`config.mk`:
```
export PLATFORM = sky130hd
export DESIGN_NAME = ca_round_fn
export DESIGN_NICKNAME = d
export VERILOG_FILES = /design/src/rtl/ca_round_pkg.sv /design/src/rtl/ca_rotl.sv /design/src/rtl/ca_sbox.sv /design/src/rtl/ca_sbox_bank.sv /design/src/rtl/ca_round_fn.sv
export SDC_FILE = /design/constraint.sdc
export NUM_CORES = 1
export LEC_CHECK = 0
export ABC_AREA = 1
export BUFFER_PORTS_ARGS = -buffer_cell sky130_fd_sc_hd__buf_2
export CAP_MARGIN = 20
export CORE_MARGIN = 5
export CORE_UTILIZATION = 52
export DETAILED_ROUTE_END_ITERATION = 8
export PLACE_DENSITY = 0.86
export SETUP_SLACK_MARGIN = 0.15
export SLEW_MARGIN = 15
export SYNTH_ARGS = -nofsm -noshare
export SYNTH_HDL_FRONTEND = slang
export SYNTH_HIERARCHICAL = 1
export SYNTH_SLANG_ARGS = --single-unit
```
`constraint.sdc`:
```
create_clock -name clk_i -period 0.87 [get_ports clk_i]
set_input_delay 0.261 -clock clk_i [delete_from_list [all_inputs] [get_ports clk_i]]
set_output_delay 0.261 -clock clk_i [all_outputs]
set_load 0.05 [all_outputs]
```
`src/rtl/ca_round_pkg.sv`:
```
package ca_round_pkg;
  localparam int unsigned HALF_W  = 64;
  localparam int unsigned BYTE_W  = 8;
  localparam int unsigned N_BOXES = HALF_W / BYTE_W;
  localparam int unsigned ROT_AMT = 9;

  typedef logic [HALF_W-1:0] half_t;
  typedef logic [BYTE_W-1:0] cell_row_t;
endpackage

```
`src/rtl/ca_rotl.sv`:
```
module ca_rotl #(
  parameter int unsigned W   = 64,
  parameter int unsigned AMT = 9
) (
  input  logic [W-1:0] din_i,
  output logic [W-1:0] dout_o
);
  localparam int unsigned SH = AMT % W;

  generate
    if (SH == 0) begin : g_none
      assign dout_o = din_i;
    end else begin : g_rot
      assign dout_o = {din_i[W-SH-1:0], din_i[W-1:W-SH]};
    end
  endgenerate
endmodule

```
`src/rtl/ca_sbox.sv`:
```
module ca_sbox #(
  parameter int unsigned            W       = 8,
  parameter logic [W-1:0]           PRELOAD = 8'hA5
) (
  input  logic [W-1:0] cur_i,
  output logic [W-1:0] nxt_o
);
  // Second-order step: rule-30 on the current row, XOR the preloaded previous row
  for (genvar i = 0; i < W; i++) begin : g_cell
    localparam int unsigned UP = (i + 1) % W;
    localparam int unsigned DN = (i + W - 1) % W;
    assign nxt_o[i] = cur_i[UP] ^ (cur_i[i] | cur_i[DN]) ^ PRELOAD[i];
  end
endmodule

```
`src/rtl/ca_sbox_bank.sv`:
```
module ca_sbox_bank
  import ca_round_pkg::*;
#(
  parameter cell_row_t PRELOAD = 8'hA5
) (
  input  half_t din_i,
  output half_t dout_o
);
  for (genvar j = 0; j < N_BOXES; j++) begin : g_box
    ca_sbox #(
      .W       (BYTE_W),
      .PRELOAD (PRELOAD)
    ) u_sbox (
      .cur_i (din_i[j*BYTE_W +: BYTE_W]),
      .nxt_o (dout_o[j*BYTE_W +: BYTE_W])
    );
  end
endmodule

```
`src/rtl/ca_round_fn.sv`:
```
module ca_round_fn
  import ca_round_pkg::*;
#(
  parameter cell_row_t PRELOAD = 8'hA5,
  parameter bit        REG_OUT = 1'b1
) (
  input  logic              clk_i,
  input  logic              rst_ni,
  input  logic [HALF_W-1:0] half_i,
  input  logic [HALF_W-1:0] subkey_i,
  output logic [HALF_W-1:0] result_o
);
  half_t rot_w;
  half_t sub_w;
  half_t mix_w;

  ca_rotl #(
    .W   (HALF_W),
    .AMT (ROT_AMT)
  ) u_rotl (
    .din_i  (half_i),
    .dout_o (rot_w)
  );

  ca_sbox_bank #(
    .PRELOAD (PRELOAD)
  ) u_bank (
    .din_i  (rot_w),
    .dout_o (sub_w)
  );

  assign mix_w = sub_w ^ subkey_i;

  generate
    if (REG_OUT) begin : g_reg
      half_t res_q;
      always_ff @(posedge clk_i or negedge rst_ni) begin
        if (!rst_ni) res_q <= '0;
        else         res_q <= mix_w;
      end
      assign result_o = res_q;
    end else begin : g_comb
      // Reset still forces zero on the output
      assign result_o = rst_ni ? mix_w : '0;
    end
  endgenerate
endmodule

```
Yosys cells after proc, flatten, opt, wreduce, memory -nomap -nowiden
Cells that the tools add are included.
Widths: inputs -> output; s select.
{"block": "classes", "n_addsub": 0, "mul": 0, "n_div": 0, "n_lt_le_gt_ge": 0, "eq_ne": 0, "n_shift": 0, "n_mux": 0, "bitwise_logic": 161, "n_reduce_logical": 0}
{"operator": "$or 1x1->1", "n": 64}
{"operator": "$xor 1x1->1", "n": 64}
{"operator": "$xor 64x64->64", "n": 1}
{"operator": "$not 1->1", "n": 32}
{"block": "word_totals", "regBits": 64, "latchBits": 0, "ramBits": 0, "rom_bits": 0, "inputBits": 130, "out_inout_bits": 64, "word_cells": 162, "mem_count": 0}

Depth between registers and ports, before layout
Gate-level depths: netlist of the first run.
{"block": "logic_depth", "word_depth": 4, "depth_mapped": 7, "ltp_nobuf": 6}

By module
The synthesis of the first run kept the hierarchy.
{"module": "ca_round_fn", "instances": 1, "cells_each": 384, "area_each_um2": 2802.7}
{"module": "ca_sbox", "instances": 8, "cells_each": 35, "area_each_um2": 148.9}
{"module": "ca_rotl", "instances": 1, "cells_each": 64, "area_each_um2": 480.5}

Least setup slack after synthesis of the first run
No wires, ideal clock.
{"block": "synth_path", "kind": "register -> output", "startpoint": "register g_reg.res_q[0] (netlist: result_o[0])", "endpoint": "output port result_o[0]", "arrival_ps": 586, "required_ps": 609, "slack_ps": 23, "stages_incl_launch_ff": 1, "n_path_buf": 0, "cell_sequence": "dfrtp_1"}
{"element": "from (decl)", "line": "ca_round_fn.sv:36", "rtl": "half_t res_q;"}
{"element": "from (signal assigned)", "line": "ca_round_fn.sv:39", "rtl": "else res_q <= mix_w;"}
{"element": "to (decl)", "line": "ca_round_fn.sv:11", "rtl": "output logic [HALF_W-1:0] result_o"}
No word-level cell between the ends.

Worst setup path in the final report of the first run
{"block": "layout_path", "startpoint": "register g_reg.res_q[37] (netlist: result_o[37])", "endpoint": "output port result_o[37]"}
No word-level cell between the ends.

==> results of run 1 <==
[synth_stat cells]
cell type,count,area share [%]
inv_1,176,15
nand2_1,320,27
buf_4,64,11
nor2_1,16,1.3
o21ai_0,64,7.2
dfrtp_1,64,36
nor2_2,24,3.4
[cell type report]
class,count,share of cell area [%]
Clock inverter,1,0.0845
Inverter,176,11.2
Tap cell,105,2.22
Timing Repair Buffer,197,24.4
Clock buffer,13,2.51
Multi-Input combinational cell,424,31.3
Sequential cell,64,28.4
[path summary, 6_finish.rpt]
kind | startpoint | endpoint | slack [ns] | depth (start not counted)
worst min-delay path | subkey_i[5] | result_o[5] | 0.13 | 3
min in group asynchronous | rst_ni | result_o[7] | 0.47 | 3
max in group asynchronous | rst_ni | result_o[62] | 0.20 | 3
worst max-delay path | result_o[37] | result_o[37] | -0.28 | 1
[stage by stage]
step | cell area (µm²) | instances | hold slack [ns] | setup slack [ns] | total power [µW]
2_1_floorplan | 5000 | 728 | -0.0346 | 0.0607 | 5830
3_3_place_gp | 5330 | 964 | 0.278 | -0.0384 | 6290
3_5_place_dp | 5330 | 964 | 0.274 | -0.0580 | 6360
4_1_cts | 5900 | 979 | 0.111 | -0.303 | 8940
5_1_grt | 5920 | 980 | 0.125 | -0.327 | 9400
6_report | 5920 | 980 | 0.133 | -0.276 | 8870
[cells in the final DEF (no fill, tap or decap), types with 3 or more instances in the layout]
cell type	count
o21ai_1	32
inv_1	160
nor2_1	16
buf_2	128
buf_6	64
o21ai_0	32
nor2_4	24
inv_2	16
clkbuf_1	3
clkbuf_8	10
dfrtp_2	64
nand2_1	320
[cells by family after synthesis]
group / count (synthesis)
DFF: 64
and+or+nand+nor: 360
buffers and inverters: 240
AOI/OAI and AO/OA: 64
[power by group]
| part | internal, µW | switching (µW) | total (µW) |
|---|---|---|---|
| registers | 3320 | 145 | 3460 |
| clock network | 1080 | 1030 | 2110 |
| logic | 1170 | 2120 | 3300 |
[layer usage]
metal	GRT usage, %	wire length [µm]
met5	0	0
met4	6.97	231
met3	7.98	1080
met2	36.9	5330
met1	21.9	4190
[repair_timing]
action                                 CTS  global route
gates cloned                             0             1
hold buffers                             1             0
endpoints found under the hold margin   64             0
gates resized for setup                128             2
setup endpoints to repair               64            69
==> metrics.md, run 1 <==
| Metric | Value |
|---|---|
| Outcome | finished, violations left |
| Violated checks | setup timing |
| Port buffer count | 193 |
| Post-synthesis sequential area ratio | 35.8% |
| Worst-Margin Slew | 0.189 ns |
| Row cnt | 33 |
| Adder-cell share of the synthesized area | 0% |
| Req. time, crit path | 0.61 ns |
| PwrDens | 1500 nW/µm² |
| Fill count | 696 |
| Vias per cell | 4.44 |
| Min Tclk post-route | 1.15 ns |
| Setup CP Type | reg -> out |
| Syn_nets | 858 |
| Mapped cell area | 4470 µm² |
| Post-synth cell types | 7 |
| Crit. End Element | primary output |
| CP max stage cell | dfrtp_2 |
| Simple-gate portion of the synthesized area | 31.5% |
| Max_cap viols | 0 |
| Nets@finish | 1002 |
| DR DRC count | 0 |
| Die area | 10600 µm² |
| Drt pass-1 iters | 5 |
| WL per Instance | 11.0 µm |
| Worst Path Buf+Inv | 1 |
| Via count | 4348 |
| Post-synthesis compound-gate area fraction | 7.16% |
| Total negative slack | -16.70 ns |
| CORE AREA | 8300 µm² |
| Xor and xnor area share after synthesis | 0% |
| Mux cell area share after synthesis | 0% |
| Finish-stage setup viols | 64 |
| Crit Path Max Fanout | 1 |
| Gr usage total | 20.5% |
| Post-route ant nets | 0 |
| Final wirelength | 10.8 mm |
| H-tree depth | 3 |
| Maximum VDD drop | 0.921 mV |
| Inserted Clock Buffers | 9 |
| Slew margin rel. | 87.3% |
| Initial antenna violation count | 0 |
| Effective utilization at floorplan | 53.9% |
| Postcts setup bufs | 0 |
| Part of the cycle the worst path needs | 132% |
| Die H | 103 µm |
| Clk sinks | 64 |
| Fin util | 71.4% |
| Combinational family with the most area after synthesis | simple AND/OR/NAND/NOR gates |
| GP Congestion | 0.866 |
| Number of diodes | 0 |
| Syn Area/Cell | 6.15 µm² |
| Clock transition at the registers of the reported paths | 0.07 ns |
| Tightest Hold Check Type | in -> reg |
| Crit path cell chain | buf_6 |
| Worst Setup Slack, final | -0.276 ns |
| Critical Path AT | 0.89 ns |
| CTS tree | built |
| Syn. warnings | 6 |
| Max-slew violation count | 0 |
| RSZ-0062 raised after global routing | true |
| Root Buffer | clkbuf_8 |
| IO Pins | 194 |
| Synth Instances | 728 |
| Startpoint Class | flop |
| Area occupied by multi-input gates | 1850 µm² |
| Die width | 103 µm |
| Initial DRC count | 114 |
| First-pass GRT wire length | 17.0 mm |
| Max reg flops | 64 |
| F_max | 872 MHz |
| Fin. Hold Viols | 0 |
| Pleak | 0.00368 µW |
| Hpwl dp | 8.66 mm |
| Grt total ovfl | 0 |
| Share of cells above drive strength 1 | 35.5% |
| Longest Clk Path Bufs | 2 |
| Worst path max stage delay | 0.41 ns |
| P&R area growth vs syn | 32.4% |
| Seq cells post-synth | 64 |
| Top Family by Delay on Critical Path | flip-flops |
| Storage element area | 1680 µm² |
| Largest net degree at the start of global routing | 35 |
| Number of global-route vias before repair | 4067 |
(Power assumes the default switching activity.)
==> inputs of run 2 (changes only) <==
--- a/config.mk
+++ b/config.mk
@@ -9,9 +9,8 @@
 export BUFFER_PORTS_ARGS = -buffer_cell sky130_fd_sc_hd__buf_2
 export CAP_MARGIN = 20
 export CORE_MARGIN = 5
-export CORE_UTILIZATION = 52
+export CORE_UTILIZATION = 30
 export DETAILED_ROUTE_END_ITERATION = 8
-export PLACE_DENSITY = 0.86
 export SETUP_SLACK_MARGIN = 0.15
 export SLEW_MARGIN = 15
 export SYNTH_ARGS = -nofsm -noshare
==> metrics.md, run 2 (same netlist as run 1, synthesis figures left out) <==
| Metric | Value |
|---|---|
| Slew margin rel. | 86.9% (-0.38 points) |
| Largest net degree at the start of global routing | 35 (unchanged) |
| WL per Instance | 10.6 µm (-3.6%) |
| Final wirelength | 11.3 mm (+4.2%) |
| Clk sinks | 64 (unchanged) |
| CORE AREA | 14600 µm² (+76%) |
| Fin. Hold Viols | 0 (unchanged) |
| Grt total ovfl | 0 (unchanged) |
| Pwr Total | 10400 µW (+17%) |
| Longest Clk Path Bufs | 2 (unchanged) |
| Die width | 132 µm (+29%) |
| Die area | 17500 µm² (+65%) |
| Crit. End Element | primary output |
| Maximum VDD drop | 0.792 mV (-14%) |
| H-tree depth | 3 (unchanged) |
| Startpoint Class | flop |
| PwrDens | 1680 nW/µm² (+12%) |
| Vias per cell | 4.03 (-9.3%) |
| Die H | 132 µm (+29%) |
| First-pass GRT wire length | 18.6 mm (+9.5%) |
| Via count | 4267 (-1.9%) |
| GP Congestion | 0.787 (-9.1%) |
| Gr usage total | 13.1% (-7.4 points) |
| Root Buffer | clkbuf_16 |
| Port buffer count | 193 (unchanged) |
| CP max stage cell | dfrtp_2 |
| Worst-Margin Slew | 0.196 ns (+0.00762 ns) |
| Nets@finish | 1001 (-0.10%) |
| Initial DRC count | 160 (+40%) |
| Clock transition at the registers of the reported paths | 0.06 ns (about the same) |
| Total negative slack | -16.85 ns (-0.149 ns) |
| Top Family by Delay on Critical Path | flip-flops |
| Worst Path Buf+Inv | 1 (unchanged) |
| Tightest Hold Check Type | in -> reg |
| Most common cell after layout, fill and taps aside | nand2_1 |
| Drt pass-1 iters | 4 (-1) |
| Finish-stage setup viols | 64 (unchanged) |
| Max reg flops | 64 (unchanged) |
| P&R area growth vs syn | 37.4% |
| CTS tree | built |
| Req. time, crit path | 0.61 ns (about the same) |
| Hpwl dp | 9.22 mm (+6.4%) |
| Max_cap viols | 0 (unchanged) |
| Max-slew violation count | 0 (unchanged) |
| Inserted Clock Buffers | 9 (unchanged) |
| Effective utilization at floorplan | 30.7% (-23 points) |
| Initial antenna violation count | 2 (+2) |
| Pleak | 0.00374 µW (+1.6%) |
| Number of global-route vias before repair | 3915 (-3.7%) |
| IO Pins | 194 (unchanged) |
| RSZ-0062 raised after global routing | true |
| DR DRC count | 0 (unchanged) |
| Min Tclk post-route | 1.15 ns (+0.00267 ns) |
| Postcts setup bufs | 0 (unchanged) |
| Worst Setup Slack, final | -0.279 ns (-0.00267 ns) |
| Pre-CTS setup slack | -0.0647 ns (-0.00666 ns) |
| Crit path cell chain | buf_6 |
| F_max | 870 MHz (-0.23%) |
| Post-route ant nets | 0 (unchanged) |
| Crit Path Max Fanout | 1 (unchanged) |
| Part of the cycle the worst path needs | 132% (+0.31 points) |
| Violated checks | setup timing |
| Most frequent cells in the layout | nand2_1 (320), inv_1 (160), buf_2 (128) |
| Share of cells above drive strength 1 | 35.8% (+0.23 points) |
| Critical Path AT | 0.89 ns (about the same) |
| Worst path max stage delay | 0.41 ns (about the same) |
| Outcome | finished, violations left |
| Setup CP Type | reg -> out |
| Row cnt | 44 (+33%) |
run 2: cell types whose count changed in the layout (fill, tap and decap cells not counted):
| cell | delta |
|---|---|
| buf_6 | -1 |
| clkinv_2 | +2 |
| diode_2 | +1 |
| clkbuf_8 | -9 |
| buf_16 | +1 |
| clkbuf_16 | +8 |
| bufinv_16 | +1 |
| clkbuf_1 | -2 |
run 2: where the power goes:
part           internal [µW]  total, µW  leakage (µW)  switching, µW
clock network           2270       3610      0.000145           1340
logic                   1180       3280       0.00290           2110
registers               3320       3460      0.000697            141
run 2: final timing paths:
| check | startpoint | end | slack, ns | depth (start not counted) |
|---|---|---|---|---|
| max in group asynchronous | rst_ni | result_o[45] | 0.20 | 3 |
| min in group asynchronous | rst_ni | result_o[15] | 0.45 | 3 |
| min | subkey_i[10] | result_o[10] | 0.13 | 3 |
| max | result_o[17] | result_o[17] | -0.28 | 1 |
run 2: layout make-up:
type | instances | area (µm²)
repair buffers | 196 | 1440
multi-input cells | 424 | 1850
well taps | 184 | 230
diodes | 1 | 2.50
flip-flops and latches | 64 | 1680
clock buffers | 11 | 243
inverters | 176 | 661
clock inverters | 4 | 45.0
fillers | 1544 | 8440
run 2: timing repair:
action,in CTS,in global routing
endpoints found under the hold margin,64,0
resized for setup,126,1
hold buffers,1,0
pin swaps,0,0
setup endpoints to repair,64,66
run 2: stage by stage:
stage	util, %	hold WS, ns	area [µm²]	cells
2_1_floorplan	-	-0.0346	5000	728
3_3_place_gp	37.3	0.249	5450	1043
3_5_place_dp	37.3	0.249	5450	1043
4_1_cts	42.1	0.112	6140	1059
5_1_grt	42.2	0.118	6150	1060
6_report	42.2	0.134	6150	1060
run 2: routing by layer:
layer  track usage [%]  up-vias  wire (µm)
li1                  -     2325          -
met1              15.1     1798       4690
met2              21.9      123       5330
met3              4.39       19        987
met4              6.06        2        270
met5                 0        -         11
==> inputs of run 3 (changes only) <==
--- a/config.mk
+++ b/config.mk
@@ -8,9 +8,10 @@
 export ABC_AREA = 1
 export BUFFER_PORTS_ARGS = -buffer_cell sky130_fd_sc_hd__buf_2
 export CAP_MARGIN = 20
-export CORE_MARGIN = 5
+export CORE_MARGIN = 2
 export CORE_UTILIZATION = 30
 export DETAILED_ROUTE_END_ITERATION = 8
+export PLACE_DENSITY = 0.62
 export SETUP_SLACK_MARGIN = 0.15
 export SLEW_MARGIN = 15
 export SYNTH_ARGS = -nofsm -noshare
==> metrics.md, run 3 (same netlist as run 1, synthesis figures left out) <==
| Metric | Value |
|---|---|
| Req. time, crit path | 0.61 ns (about the same) |
| CP max stage cell | dfrtp_2 |
| Crit. End Element | primary output |
| Vias per cell | 4.01 (-0.33%) |
| Effective utilization at floorplan | 30.8% (+0.12 points) |
| CTS tree | built |
| Gr usage total | 13.9% (+0.79 points) |
| Clock transition at the registers of the reported paths | 0.06 ns (about the same) |
| Hpwl dp | 8.90 mm (-3.5%) |
| Grt total ovfl | 0 (unchanged) |
| Max_cap viols | 0 (unchanged) |
| Max-slew violation count | 0 (unchanged) |
| Initial DRC count | 138 (-14%) |
| Pre-CTS setup slack | -0.0805 ns (-0.0158 ns) |
| Via count | 4253 (-0.33%) |
| Crit Path Max Fanout | 1 (unchanged) |
| Outcome | finished, violations left |
| Max reg flops | 64 (unchanged) |
| Pleak | 0.00374 µW (about the same) |
| Die area | 15900 µm² (-8.9%) |
| Slew margin rel. | 86.9% (about the same) |
| Min Tclk post-route | 1.16 ns (+0.0104 ns) |
| Hold depth | 3 (unchanged) |
| Post-route ant nets | 0 (unchanged) |
| WL per Instance | 10.3 µm (-3.4%) |
| Row cnt | 44 (unchanged) |
| Crit path cell chain | buf_6 |
| Die H | 126 µm (-4.5%) |
| IO Pins | 194 (unchanged) |
| Worst path max stage delay | 0.41 ns (about the same) |
| Maximum VDD drop | 0.730 mV (-7.8%) |
| H-tree depth | 3 (unchanged) |
| Largest net degree at the start of global routing | 23 (-34%) |
| Fin util | 42.3% (+0.14 points) |
| Top Family by Delay on Critical Path | flip-flops |
| Clk sinks | 64 (unchanged) |
| Fin Hold WS | 0.130 ns (-0.00351 ns) |
| GP Congestion | 0.799 (+1.5%) |
| First-pass GRT wire length | 17.5 mm (-5.7%) |
| Longest Clk Path Bufs | 2 (unchanged) |
| Critical Path AT | 0.90 ns (about the same) |
| Finish-stage setup viols | 64 (unchanged) |
| Share of cells above drive strength 1 | 35.6% (-0.15 points) |
| Initial antenna violation count | 0 (-2) |
| DR DRC count | 0 (unchanged) |
| Violated checks | setup timing |
| Number of diodes | 0 (-1) |
| Port buffer count | 193 (unchanged) |
| Nets@finish | 1003 (+0.20%) |
| RSZ-0062 raised after global routing | true |
| Number of global-route vias before repair | 3800 (-2.9%) |
| Most common cell after layout, fill and taps aside | nand2_1 |
| Hold EP | result_o[18] |
| Postcts setup bufs | 0 (unchanged) |
| CORE AREA | 14500 µm² (-0.38%) |
| Most frequent cells in the layout | nand2_1 (320), inv_1 (160), buf_2 (128) |
| F_max | 862 MHz (-0.90%) |
| Worst Setup Slack, final | -0.290 ns (-0.0104 ns) |
| Drt pass-1 iters | 4 (unchanged) |
| Worst Path Buf+Inv | 1 (unchanged) |
| Part of the cycle the worst path needs | 133% (+1.2 points) |
| Final wirelength | 10.9 mm (-3.4%) |
| Tightest Hold Check Type | in -> reg |
| Fin. Hold Viols | 0 (unchanged) |
| Root Buffer | clkbuf_16 |
| PwrDens | 1630 nW/µm² (-3.1%) |
| P&R area growth vs syn | 37.4% (about the same) |
| Worst hold start | subkey_i[18] |
| Worst-Margin Slew | 0.195 ns (-0.00145 ns) |
| Inserted Clock Buffers | 9 (unchanged) |
| Die width | 126 µm (-4.5%) |
| Startpoint Class | flop |
| Setup CP Type | reg -> out |
==> run 3: area by class of cell <==
type                    instances  area (µm²)
fillers                      1497        8390
multi-input cells             424        1850
flip-flops and latches         64        1680
repair buffers                198        1470
inverters                     176         661
clock buffers                  13         250
well taps                     184         230
clock inverters                 1        5.00
==> run 3: what timing repair did <==
action | 4_1_cts | 5_1_grt
cloned | 0 | 1
gates resized for setup | 128 | 1
setup endpoints to repair | 64 | 84
hold endpoints to repair | 64 | 0
hold buffers | 1 | 0
==> run 3: layer usage <==
metal / wire, µm / vias up / GRT usage [%]
met5: 0 / - / 0
met4: 255 / 0 / 6.01
met3: 756 / 16 / 4.38
met2: 5290 / 109 / 23.9
met1: 4600 / 1795 / 15.8
li1: - / 2333 / -
==> run 3: per-stage QoR <==
| step | std cells | setup TNS [ns] | total power, µW | cell area [µm²] |
|---|---|---|---|---|
| floorplan | 728 | 0 | 5830 | 5000 |
| global placement | 1044 | -0.857 | 6330 | 5450 |
| detailed placement | 1044 | -1.65 | 6380 | 5450 |
| CTS | 1059 | -18.32 | 10200 | 6120 |
| global route | 1060 | -18.93 | 10600 | 6150 |
| finish | 1060 | -16.98 | 10000 | 6150 |
==> run 3: worst max-delay path by stage <==
stage / startpoint / endpoint / slack [ns] / cells past startpoint
after floorplan: half_i[5] / result_o[13] / 0.06 / 7
after global placement: half_i[29] / result_o[37] / -0.07 / 7
after detailed placement: half_i[29] / result_o[37] / -0.08 / 7
after global routing: result_o[29] / result_o[29] / -0.33 / 1
after CTS: result_o[29] / result_o[29] / -0.32 / 1
final: result_o[29] / result_o[29] / -0.29 / 1
==> run 3: where the power goes <==
group	total [µW]	switching, µW	internal (µW)
Combinational	3290	2110	1180
Clock	3280	1300	1970
Sequential	3460	141	3320
